File: config.mk
export PLATFORM = sky130hd
export DESIGN_NAME = planar_blit
export DESIGN_NICKNAME = d
export VERILOG_FILES = /design/src/rtl/blit_pkg.sv /design/src/rtl/blit_seq.sv /design/src/rtl/blit_walk.sv /design/src/rtl/blit_plane_rop.sv /design/src/rtl/planar_blit.sv
export SDC_FILE = /design/constraint.sdc
export NUM_CORES = 1
export LEC_CHECK = 0
export BUFFER_PORTS_ARGS = -buffer_cell sky130_fd_sc_hd__buf_2
export CAP_MARGIN = 20
export CELL_PAD_IN_SITES_DETAIL_PLACEMENT = 1
export CELL_PAD_IN_SITES_GLOBAL_PLACEMENT = 2
export CORE_MARGIN = 4
export CORE_UTILIZATION = 39
export CTS_CLUSTER_DIAMETER = 120
export DETAILED_ROUTE_END_ITERATION = 12
export GPL_TIMING_DRIVEN = 0
export MAX_ROUTING_LAYER = met4
export PLACE_DENSITY = 0.89
export REMOVE_ABC_BUFFERS = 1
export SLEW_MARGIN = 40
export SYNTH_ARGS = -nofsm -noshare
export SYNTH_HDL_FRONTEND = slang
export SYNTH_HIERARCHICAL = 1
export SYNTH_SLANG_ARGS = --single-unit
File: constraint.sdc
create_clock -name clk -period 6.21 [get_ports clk]
set_input_delay 0.3105 -clock clk [delete_from_list [all_inputs] [get_ports clk]]
set_output_delay 0.3105 -clock clk [all_outputs]
set_load 0.02 [all_outputs]
File: src/rtl/blit_pkg.sv
package blit_pkg;

    localparam int NPLANES = 4;
    localparam int BYTE_W  = 8;
    localparam int ADDR_W  = 18;
    localparam int SPAN_W  = 16;
    localparam int LINES_W = 10;
    localparam int STEP_W  = 9;
    localparam int ROT_W   = 3;
    localparam int DATA_W  = NPLANES * BYTE_W;

    typedef enum logic [1:0] {
        ROP_COPY = 2'b00,
        ROP_AND  = 2'b01,
        ROP_OR   = 2'b10,
        ROP_XOR  = 2'b11
    } rop_e;

    typedef enum logic [2:0] {
        ST_IDLE,
        ST_RD_SRC,
        ST_RD_DST,
        ST_WRITE,
        ST_FINISH
    } phase_e;

    typedef struct packed {
        logic [NPLANES-1:0] plane_mask;
        logic [NPLANES-1:0] lop0;
        logic [NPLANES-1:0] lop1;
        logic [NPLANES-1:0] src_inv;
        logic [NPLANES-1:0] dst_inv;
        logic [BYTE_W-1:0]  start_mask;
        logic [BYTE_W-1:0]  end_mask;
        logic [SPAN_W-1:0]  width;
        logic [LINES_W-1:0] height;
        logic [ADDR_W-1:0]  src_addr;
        logic [ADDR_W-1:0]  dst_addr;
        logic [STEP_W-1:0]  src_pitch;
        logic [STEP_W-1:0]  dst_pitch;
        logic [ROT_W-1:0]   rot;
        logic               dir;
    } cfg_t;

    // Right rotate across a byte boundary: the previous byte supplies the top bits.
    function automatic logic [BYTE_W-1:0] rot_join(input logic [BYTE_W-1:0] cur,
                                                   input logic [BYTE_W-1:0] prev,
                                                   input logic [ROT_W-1:0]  amt);
        logic [2*BYTE_W-1:0] pair;
        pair = {prev, cur} >> amt;
        return pair[BYTE_W-1:0];
    endfunction

    function automatic logic [BYTE_W-1:0] apply_rop(input rop_e op,
                                                    input logic [BYTE_W-1:0] s,
                                                    input logic [BYTE_W-1:0] d);
        logic [BYTE_W-1:0] r;
        unique case (op)
            ROP_COPY: r = s;
            ROP_AND:  r = s & d;
            ROP_OR:   r = s | d;
            default:  r = s ^ d;
        endcase
        return r;
    endfunction

    function automatic logic [ADDR_W-1:0] sext_step(input logic [STEP_W-1:0] p);
        return {{(ADDR_W-STEP_W){p[STEP_W-1]}}, p};
    endfunction

endpackage

File: src/rtl/blit_seq.sv
module blit_seq
    import blit_pkg::*;
(
    input  logic   clk,
    input  logic   rst,
    input  logic   go,
    input  logic   empty,
    input  logic   last_byte,
    output phase_e phase
);

    phase_e phase_nx;

    always_comb begin
        phase_nx = phase;
        unique case (phase)
            ST_IDLE:   if (go) phase_nx = empty ? ST_FINISH : ST_RD_SRC;
            ST_RD_SRC: phase_nx = ST_RD_DST;
            ST_RD_DST: phase_nx = ST_WRITE;
            ST_WRITE:  phase_nx = last_byte ? ST_FINISH : ST_RD_SRC;
            ST_FINISH: phase_nx = ST_IDLE;
            default:   phase_nx = ST_IDLE;
        endcase
    end

    always_ff @(posedge clk) begin
        if (rst) phase <= ST_IDLE;
        else     phase <= phase_nx;
    end

endmodule

File: src/rtl/blit_walk.sv
module blit_walk
    import blit_pkg::*;
(
    input  logic               clk,
    input  logic               rst,
    input  logic               load,
    input  logic               step,
    input  logic [ADDR_W-1:0]  src_start,
    input  logic [ADDR_W-1:0]  dst_start,
    input  logic [STEP_W-1:0]  src_pitch,
    input  logic [STEP_W-1:0]  dst_pitch,
    input  logic [SPAN_W-1:0]  width,
    input  logic [LINES_W-1:0] height,
    input  logic               dir,
    output logic [ADDR_W-1:0]  src_cur,
    output logic [ADDR_W-1:0]  dst_cur,
    output logic               first_x,
    output logic               last_x,
    output logic               last_y
);

    logic [ADDR_W-1:0]  src_line, dst_line;
    logic [ADDR_W-1:0]  src_inc, dst_inc;
    logic [SPAN_W-1:0]  x_left, width_q;
    logic [LINES_W-1:0] y_left;
    logic               dir_q;
    logic [ADDR_W-1:0]  src_line_nx, dst_line_nx;

    always_comb begin
        src_line_nx = src_line + src_inc;
        dst_line_nx = dst_line + dst_inc;
    end

    always_ff @(posedge clk) begin
        if (rst) begin
            src_cur  <= '0;
            dst_cur  <= '0;
            src_line <= '0;
            dst_line <= '0;
            src_inc  <= '0;
            dst_inc  <= '0;
            x_left   <= '0;
            width_q  <= '0;
            y_left   <= '0;
            dir_q    <= 1'b0;
        end else if (load) begin
            src_cur  <= src_start;
            dst_cur  <= dst_start;
            src_line <= src_start;
            dst_line <= dst_start;
            src_inc  <= sext_step(src_pitch);
            dst_inc  <= sext_step(dst_pitch);
            x_left   <= width;
            width_q  <= width;
            y_left   <= height;
            dir_q    <= dir;
        end else if (step) begin
            if (x_left == '0) begin
                src_line <= src_line_nx;
                dst_line <= dst_line_nx;
                src_cur  <= src_line_nx;
                dst_cur  <= dst_line_nx;
                x_left   <= width_q;
                y_left   <= y_left - 1'b1;
            end else begin
                src_cur  <= dir_q ? src_cur - 1'b1 : src_cur + 1'b1;
                dst_cur  <= dir_q ? dst_cur - 1'b1 : dst_cur + 1'b1;
                x_left   <= x_left - 1'b1;
            end
        end
    end

    assign first_x = (x_left == width_q);
    assign last_x  = (x_left == '0);
    assign last_y  = (y_left == LINES_W'(1));

endmodule

File: src/rtl/blit_plane_rop.sv
module blit_plane_rop
    import blit_pkg::*;
(
    input  logic [BYTE_W-1:0] src_byte,
    input  logic [BYTE_W-1:0] src_prev,
    input  logic [BYTE_W-1:0] dst_byte,
    input  logic [ROT_W-1:0]  rot,
    input  logic              op_lo,
    input  logic              op_hi,
    input  logic              sinv,
    input  logic              dinv,
    input  logic [BYTE_W-1:0] bit_mask,
    output logic [BYTE_W-1:0] wr_byte
);

    logic [BYTE_W-1:0] s_eff, d_eff, res;

    always_comb begin
        s_eff   = rot_join(src_byte, src_prev, rot) ^ {BYTE_W{sinv}};
        d_eff   = dst_byte ^ {BYTE_W{dinv}};
        res     = apply_rop(rop_e'({op_hi, op_lo}), s_eff, d_eff);
        wr_byte = (res & bit_mask) | (dst_byte & ~bit_mask);
    end

endmodule

File: src/rtl/planar_blit.sv
module planar_blit
    import blit_pkg::*;
(
    input  logic               clk,
    input  logic               rst,
    input  logic               start,
    input  logic [NPLANES-1:0] plane_en,
    input  logic [NPLANES-1:0] op_lo,
    input  logic [NPLANES-1:0] op_hi,
    input  logic [NPLANES-1:0] src_inv,
    input  logic [NPLANES-1:0] dst_inv,
    input  logic [BYTE_W-1:0]  head_mask,
    input  logic [BYTE_W-1:0]  tail_mask,
    input  logic [SPAN_W-1:0]  span,
    input  logic [LINES_W-1:0] lines,
    input  logic [ADDR_W-1:0]  src_base,
    input  logic [ADDR_W-1:0]  dst_base,
    input  logic [STEP_W-1:0]  src_step,
    input  logic [STEP_W-1:0]  dst_step,
    input  logic [ROT_W-1:0]   rot,
    input  logic               reverse,
    output logic               busy,
    output logic               done,
    output logic [ADDR_W-1:0]  mem_addr,
    output logic               mem_rd,
    output logic [NPLANES-1:0] mem_we,
    output logic [DATA_W-1:0]  mem_wdata,
    input  logic [DATA_W-1:0]  mem_rdata
);

    cfg_t              cfg_q;
    phase_e            phase;
    logic              load, step;
    logic [ADDR_W-1:0] src_cur, dst_cur;
    logic              first_x, last_x, last_y;
    logic [DATA_W-1:0] src_q, carry_q;
    logic [BYTE_W-1:0] edge_mask;

    assign load = start && (phase == ST_IDLE);
    assign step = (phase == ST_WRITE);

    always_ff @(posedge clk) begin
        if (rst) begin
            cfg_q <= '0;
        end else if (load) begin
            cfg_q <= '{plane_mask: plane_en, lop0: op_lo, lop1: op_hi,
                       src_inv: src_inv, dst_inv: dst_inv,
                       start_mask: head_mask, end_mask: tail_mask,
                       width: span, height: lines,
                       src_addr: src_base, dst_addr: dst_base,
                       src_pitch: src_step, dst_pitch: dst_step,
                       rot: rot, dir: reverse};
        end
    end

    blit_seq u_seq (
        .clk       (clk),
        .rst       (rst),
        .go        (load),
        .empty     (lines == '0),
        .last_byte (last_x && last_y),
        .phase     (phase)
    );

    blit_walk u_walk (
        .clk       (clk),
        .rst       (rst),
        .load      (load),
        .step      (step),
        .src_start (src_base),
        .dst_start (dst_base),
        .src_pitch (src_step),
        .dst_pitch (dst_step),
        .width     (span),
        .height    (lines),
        .dir       (reverse),
        .src_cur   (src_cur),
        .dst_cur   (dst_cur),
        .first_x   (first_x),
        .last_x    (last_x),
        .last_y    (last_y)
    );

    // Source byte arrives during the destination read; carry follows each write.
    always_ff @(posedge clk) begin
        if (rst) begin
            src_q   <= '0;
            carry_q <= '0;
        end else begin
            if (phase == ST_RD_DST) src_q <= mem_rdata;
            if (load)               carry_q <= '0;
            else if (step)          carry_q <= last_x ? '0 : src_q;
        end
    end

    always_comb begin
        unique case ({first_x, last_x})
            2'b11:   edge_mask = cfg_q.start_mask & cfg_q.end_mask;
            2'b10:   edge_mask = cfg_q.start_mask;
            2'b01:   edge_mask = cfg_q.end_mask;
            default: edge_mask = '1;
        endcase
    end

    for (genvar p = 0; p < NPLANES; p++) begin : g_plane
        blit_plane_rop u_rop (
            .src_byte (src_q[p*BYTE_W +: BYTE_W]),
            .src_prev (carry_q[p*BYTE_W +: BYTE_W]),
            .dst_byte (mem_rdata[p*BYTE_W +: BYTE_W]),
            .rot      (cfg_q.rot),
            .op_lo    (cfg_q.lop0[p]),
            .op_hi    (cfg_q.lop1[p]),
            .sinv     (cfg_q.src_inv[p]),
            .dinv     (cfg_q.dst_inv[p]),
            .bit_mask (edge_mask),
            .wr_byte  (mem_wdata[p*BYTE_W +: BYTE_W])
        );
    end

    always_comb begin
        busy     = (phase != ST_IDLE);
        done     = (phase == ST_FINISH);
        mem_rd   = (phase == ST_RD_SRC) || (phase == ST_RD_DST);
        mem_addr = (phase == ST_RD_SRC) ? src_cur : dst_cur;
        mem_we   = step ? cfg_q.plane_mask : '0;
    end

endmodule

==> results.sh, run 1 <==
export IMPL_cts_hold_buf=77
export IMPL_grt_max_degree=90
export IMPL_ctsResizeCount=0
export IMPL_synth_cells=2268
export IMPL_start_util_pct=39.3
export IMPL_hp_class="in -> reg"
export IMPL_layout_common_cells="282 x nand2_1, 231 x nor2_1, 230 x dfxtp_1"
export IMPL_ir_drop_v=0.000198
export IMPL_wl_mm=63.5
export IMPL_gp_congestion=0.936
export IMPL_cp_max_fo=44
export IMPL_final_layout_size_suffix_gt1_share_pct=16.0
export IMPL_crit_buf_inv=4
export IMPL_yosys_warnings=6
export IMPL_antenna_found_initial=4
export IMPL_area_growth_pct=18.7
export IMPL_fp_row_count=79
export IMPL_cts_tree="built"
export IMPL_setup_ws_ns=1.79
export IMPL_clkLatencyLatePin_ns=0.58
export IMPL_cts_setup_buffers=0
export IMPL_drt_initial_drc_count=815
export IMPL_cpMaxStageDelayCell="a22oi_2"
export IMPL_crit_type="reg -> out"
export IMPL_cts_root_buf="clkbuf_16"
export IMPL_grt_pass1_vias=18598
export IMPL_critical_path_required_ns=5.90
export IMPL_path_clk_slew_ns=0.06
export IMPL_fillers=5699
export IMPL_fmax_ghz=0.226
export IMPL_io_buffers=211
export IMPL_layout_commonest_cell="nand2_1"
export IMPL_die_x_um=224
export IMPL_fin_skew_ns=0.00929
export IMPL_setup_viol=0
export IMPL_rsz0062_at_grt="no"
export IMPL_start_kind="flop"
export IMPL_syn_area_um2=18300
export IMPL_power_density_nw_per_um2=312
export IMPL_max_cap_violations=0
export IMPL_finalInstanceArea_um2=21700
export IMPL_slew_headroom_pct=44.7
export IMPL_clockBufferDepth=3
export IMPL_htreeDepth=1
export IMPL_place_detailed_hpwl_mm=45.8
export IMPL_grt_first_pass_wirelength_mm=99.7
export IMPL_synth_avg_cell_area_um2=8.06
export IMPL_period_minus_slack_ns=4.42
export IMPL_hold_violations=0
export IMPL_cp_arrival_ns=4.11
export IMPL_dr_pass1_iters=5
export IMPL_core_um2=46500
export IMPL_cts_sinks=235
export IMPL_status="complete, no violations"
export IMPL_cp_slowest_stage_delay_ns=0.57
export IMPL_period_share_pct=71.2
export IMPL_path_cells="inv_1 -> ha_1 -> nand4_2 -> or2_2 -> inv_4 -> buf_12 -> a22oi_2 -> o311ai_0 -> nor3b_1 -> nor3_1 -> buf_2"
export IMPL_drc=0
export IMPL_cts_made_buffers=30
export IMPL_ios=212
export IMPL_vias=17638
export IMPL_die_area_um2=50400
export IMPL_antenna_left=0
export IMPL_cp_end_kind="output pin"
export IMPL_p_leak_nw=9.11
export IMPL_worstMarginPinSlew_ns=0.829
export IMPL_dpl_instance_area_um2=19900
export IMPL_grt_overflow_total=0
export IMPL_final_util_pct=46.7
export IMPL_die_h_um=224
export IMPL_viasPerCell=5.66
export IMPL_pre_cts_ws_ns=2.38
export IMPL_fin_nets=2775
export IMPL_post_drt_wl_per_cell_um=20.4
export IMPL_grt_usage_pct=24.8
export IMPL_drv_slew=0
export IMPL_critPathTopFamily="simple AND/OR/NAND/NOR gates"
path summary, 6_finish.rpt:
| check | from | endpoint | slack (ns) | cells after the start |
|---|---|---|---|---|
| worst max-delay path | u_walk/x_left[0] | mem_wdata[4] | 1.79 | 11 |
| worst min-delay path | lines[0] | u_walk/y_left[0] | 0.03 | 3 |
| worst max register to register | u_seq/phase[0] | u_walk/src_cur[16] | 2.46 | 11 |
| worst min register to register | carry_q[5] | carry_q[5] | 0.45 | 2 |
layout make-up:
type	count	area, µm²	share of cell area [%]
Sequential cell	235	4720	21.8
Multi-Input combinational cell	1779	12500	57.6
Clock buffer	44	895	4.13
Clock inverter	8	119	0.548
Antenna cell	4	10.0	0.0462
Tap cell	607	759	3.50
Inverter	118	468	2.16
Timing Repair Buffer	319	2210	10.2
per-stage QoR:
step	power [W]	cells	hold slack (ns)	TNS [ns]
global placement	0.00473	2950	0.438	-217.34
detailed placement	0.00490	2981	0.446	0
CTS	0.00682	3110	0.0000733	0
global route	0.00721	3114	0.0148	0
floorplan	0.00392	2132	0.375	0
finish	0.00677	3114	0.0297	0
flip-flops by register name, summed over array words and instances, names as in the netlist, 9 cells and up:
register and count:
carry_q 28, u_walk/y_left 10, u_walk/x_left 16, u_walk/src_line 18
u_walk/dst_cur 18, u_walk/dst_inc 9, src_q 32, u_walk/width_q 16
u_walk/src_inc 9, cfg_q 39, u_walk/src_cur 18, u_walk/dst_line 18
routing by layer:
| metal | vias up | track usage [%] | routed length (µm) | share of wire (%) |
|---|---|---|---|---|
| met5 | - | - | 0 | 0 |
| met4 | 0 | 7.81 | 1830 | 2.9 |
| met3 | 107 | 2.35 | 2110 | 3.3 |
| met2 | 313 | 44.1 | 32200 | 51 |
| met1 | 8744 | 29.7 | 27400 | 43 |
| li1 | 8474 | - | - | - |
tightest hold or removal path, stage by stage:
cell and delay [ns]:
buf_2 0.11, nand2_1 0.08, a21oi_1 0.06
power breakdown:
group | internal [W] | total [W] | switching (W)
clock network | 0.00111 | 0.00184 | 0.000730
registers | 0.00170 | 0.00196 | 0.000259
logic | 0.00118 | 0.00298 | 0.00179
total | 0.00399 | 0.00677 | 0.00278
Note: power is estimated with default switching activity, not from simulation.
==> run 2: changes to the inputs <==
--- a/config.mk
+++ b/config.mk
@@ -10,12 +10,12 @@
 export CELL_PAD_IN_SITES_DETAIL_PLACEMENT = 1
 export CELL_PAD_IN_SITES_GLOBAL_PLACEMENT = 2
 export CORE_MARGIN = 4
-export CORE_UTILIZATION = 39
+export CORE_UTILIZATION = 32
 export CTS_CLUSTER_DIAMETER = 120
 export DETAILED_ROUTE_END_ITERATION = 12
 export GPL_TIMING_DRIVEN = 0
 export MAX_ROUTING_LAYER = met4
-export PLACE_DENSITY = 0.89
+export PLACE_DENSITY = 0.78
 export REMOVE_ABC_BUFFERS = 1
 export SLEW_MARGIN = 40
 export SYNTH_ARGS = -nofsm -noshare
==> constraint.sdc (replaced) <==
create_clock -name clk -period 3.7 [get_ports clk]
set_input_delay 0.185 -clock clk [delete_from_list [all_inputs] [get_ports clk]]
set_output_delay 0.185 -clock clk [all_outputs]
set_load 0.02 [all_outputs]
==> run 2 against run 1 <==
  * Global-route usage is 3.1 points lower
  * Die area rose by 21%
  * Total power is 73% higher
  * Highest routed layer unchanged
  * Sequential power is 67% higher
  * Worst setup slack got worse by 1.8 ns
  * Largest power group unchanged
  * Final cell count grew 8.3%
  * Critical path depth is 1 higher
==> results.sh, run 2 (synthesized netlist as in run 1, its figures left out) <==
export IMPL_rsz0062_at_grt="yes"
export IMPL_clockBufferDepth=3
export IMPL_final_layout_size_suffix_gt1_share_pct=18.0
export IMPL_period_minus_slack_ns=3.68
export IMPL_path_clk_slew_ns=0.06
export IMPL_area_growth_pct=27.2
export IMPL_fmax_ghz=0.272
export IMPL_drv_slew=0
export IMPL_dr_pass1_iters=5
export IMPL_status="complete, no violations"
export IMPL_ir_drop_v=0.000347
export IMPL_whs_ns=0.0364
export IMPL_regMostFlops="cfg_q"
export IMPL_io_buffers=211
export IMPL_clkLatencyLatePin_ns=0.59
export IMPL_grt_first_pass_wirelength_mm=104
export IMPL_viasPerCell=5.36
export IMPL_finalInstanceArea_um2=23200
export IMPL_die_h_um=247
export IMPL_gp_congestion=0.857
export IMPL_post_drt_wl_per_cell_um=20.1
export IMPL_layout_common_cells="281 x nand2_1, 230 x nor2_1, 229 x dfxtp_1"
export IMPL_grt_pass1_vias=18948
export IMPL_largestRegisters="cfg_q x39, src_q x32, carry_q x28"
export IMPL_fin_nets=2888
export IMPL_core_um2=56500
export IMPL_grt_overflow_total=0
export IMPL_worstMarginPinSlew_ns=0.787
export IMPL_drc=0
export IMPL_wl_mm=67.8
export IMPL_cp_arrival_ns=3.50
export IMPL_hp_class="in -> reg"
export IMPL_start_kind="flop"
export IMPL_power_w=0.0117
export IMPL_fp_row_count=87
export IMPL_critical_path_required_ns=3.51
export IMPL_grt_usage_pct=21.7
export IMPL_layout_commonest_cell="nand2_1"
export IMPL_dpl_instance_area_um2=20100
export IMPL_antenna_found_initial=3
export IMPL_cts_sinks=235
export IMPL_crit_type="reg -> out"
export IMPL_slew_headroom_pct=47.6
export IMPL_fin_skew_ns=0.0264
export IMPL_grt_max_degree=108
export IMPL_antenna_left=0
export IMPL_start_util_pct=32.3
export IMPL_max_cap_violations=0
export IMPL_cts_tree="built"
export IMPL_drt_initial_drc_count=669
export IMPL_cp_max_fo=8
export IMPL_die_x_um=247
export IMPL_period_share_pct=99.5
export IMPL_cts_root_buf="clkbuf_16"
export IMPL_setup_viol=0
export IMPL_hold_violations=0
export IMPL_power_density_nw_per_um2=503
export IMPL_ios=212
export IMPL_p_leak_nw=9.76
export IMPL_place_detailed_hpwl_mm=47.2
export IMPL_cp_end_kind="output pin"
export IMPL_largest_reg_flops=39
export IMPL_vias=18078
export IMPL_die_area_um2=61000
export IMPL_cts_made_buffers=31
export IMPL_htreeDepth=1
[run 2: cell count changes in the layout (fill, tap and decap cells not counted), moves of 6 or more]
cell           delta
xnor2_2           +9
buf_6             +7
xnor2_1          -10
buf_2             -6
buf_4            +31
dlygate4sd3_1    +73
[run 2: final cells by class]
cell class	count	area [µm²]
fillers	6742	33300
multi-input cells	1779	12700
flip-flops and latches	235	4720
repair buffers	431	3380
well taps	756	946
clock buffers	45	888
inverters	118	468
clock inverters	8	95.1
diodes	2	5.00
[run 2: layer usage]
layer / vias up / GRT usage (%) / wire, µm / share of wire (%)
li1: 8708 / - / - / -
met1: 8904 / 25.7 / 29200 / 43
met2: 357 / 38.9 / 34300 / 51
met3: 109 / 2.33 / 2230 / 3.3
met4: 0 / 6.39 / 2070 / 3.1
met5: - / - / 0 / 0
[run 2: final timing paths]
check	from	endpoint	slack, ns	depth (start not counted)
setup / recovery	cfg_q[2]	mem_wdata[0]	0.02	12
hold / removal	dst_base[12]	u_walk/dst_line[12]	0.04	4
setup reg to reg	u_seq/phase[0]	u_walk/dst_cur[16]	0.19	9
hold reg to reg	carry_q[5]	carry_q[5]	0.45	2
[run 2: critical path, cell delays in order (launching register included)]
cell and delay (ns):
dfxtp_4 0.42, buf_16 0.15, buf_6 0.10, mux4_2 0.51, mux2i_4 0.23, xnor2_2 0.12
buf_4 0.16, ha_1 0.27, nor2b_1 0.06, o311ai_4 0.26, o22ai_1 0.13, nor3_1 0.30
buf_2 0.22
[run 2: power breakdown]
group          total (W)  switching [W]  leakage [nW]  internal, W
clock network    0.00301        0.00122         0.488      0.00178
logic            0.00541        0.00317          7.34      0.00225
registers        0.00327       0.000422          1.93      0.00285
[run 2: through the flow]
step            TNS, ns  worst slack, ns  utilization [%]  cells
6_report              0           0.0190             41.1   3374
5_1_grt          -0.311          -0.0824             41.1   3374
4_1_cts        -0.00201         -0.00201             40.5   3355
3_5_place_dp    -0.0267          -0.0267             35.6   3134
3_3_place_gp    -795.13            -6.25             34.6   3099
2_1_floorplan   -134.71            -1.78                -   2132
[run 2: what timing repair did]
item	CTS	global route
cloned	1	1
endpoints found under the setup margin	27	28
pin swaps	8	18
buffers inserted	17	16
hold endpoints to repair	181	0
hold buffers	150	0
gates resized for setup	19	35
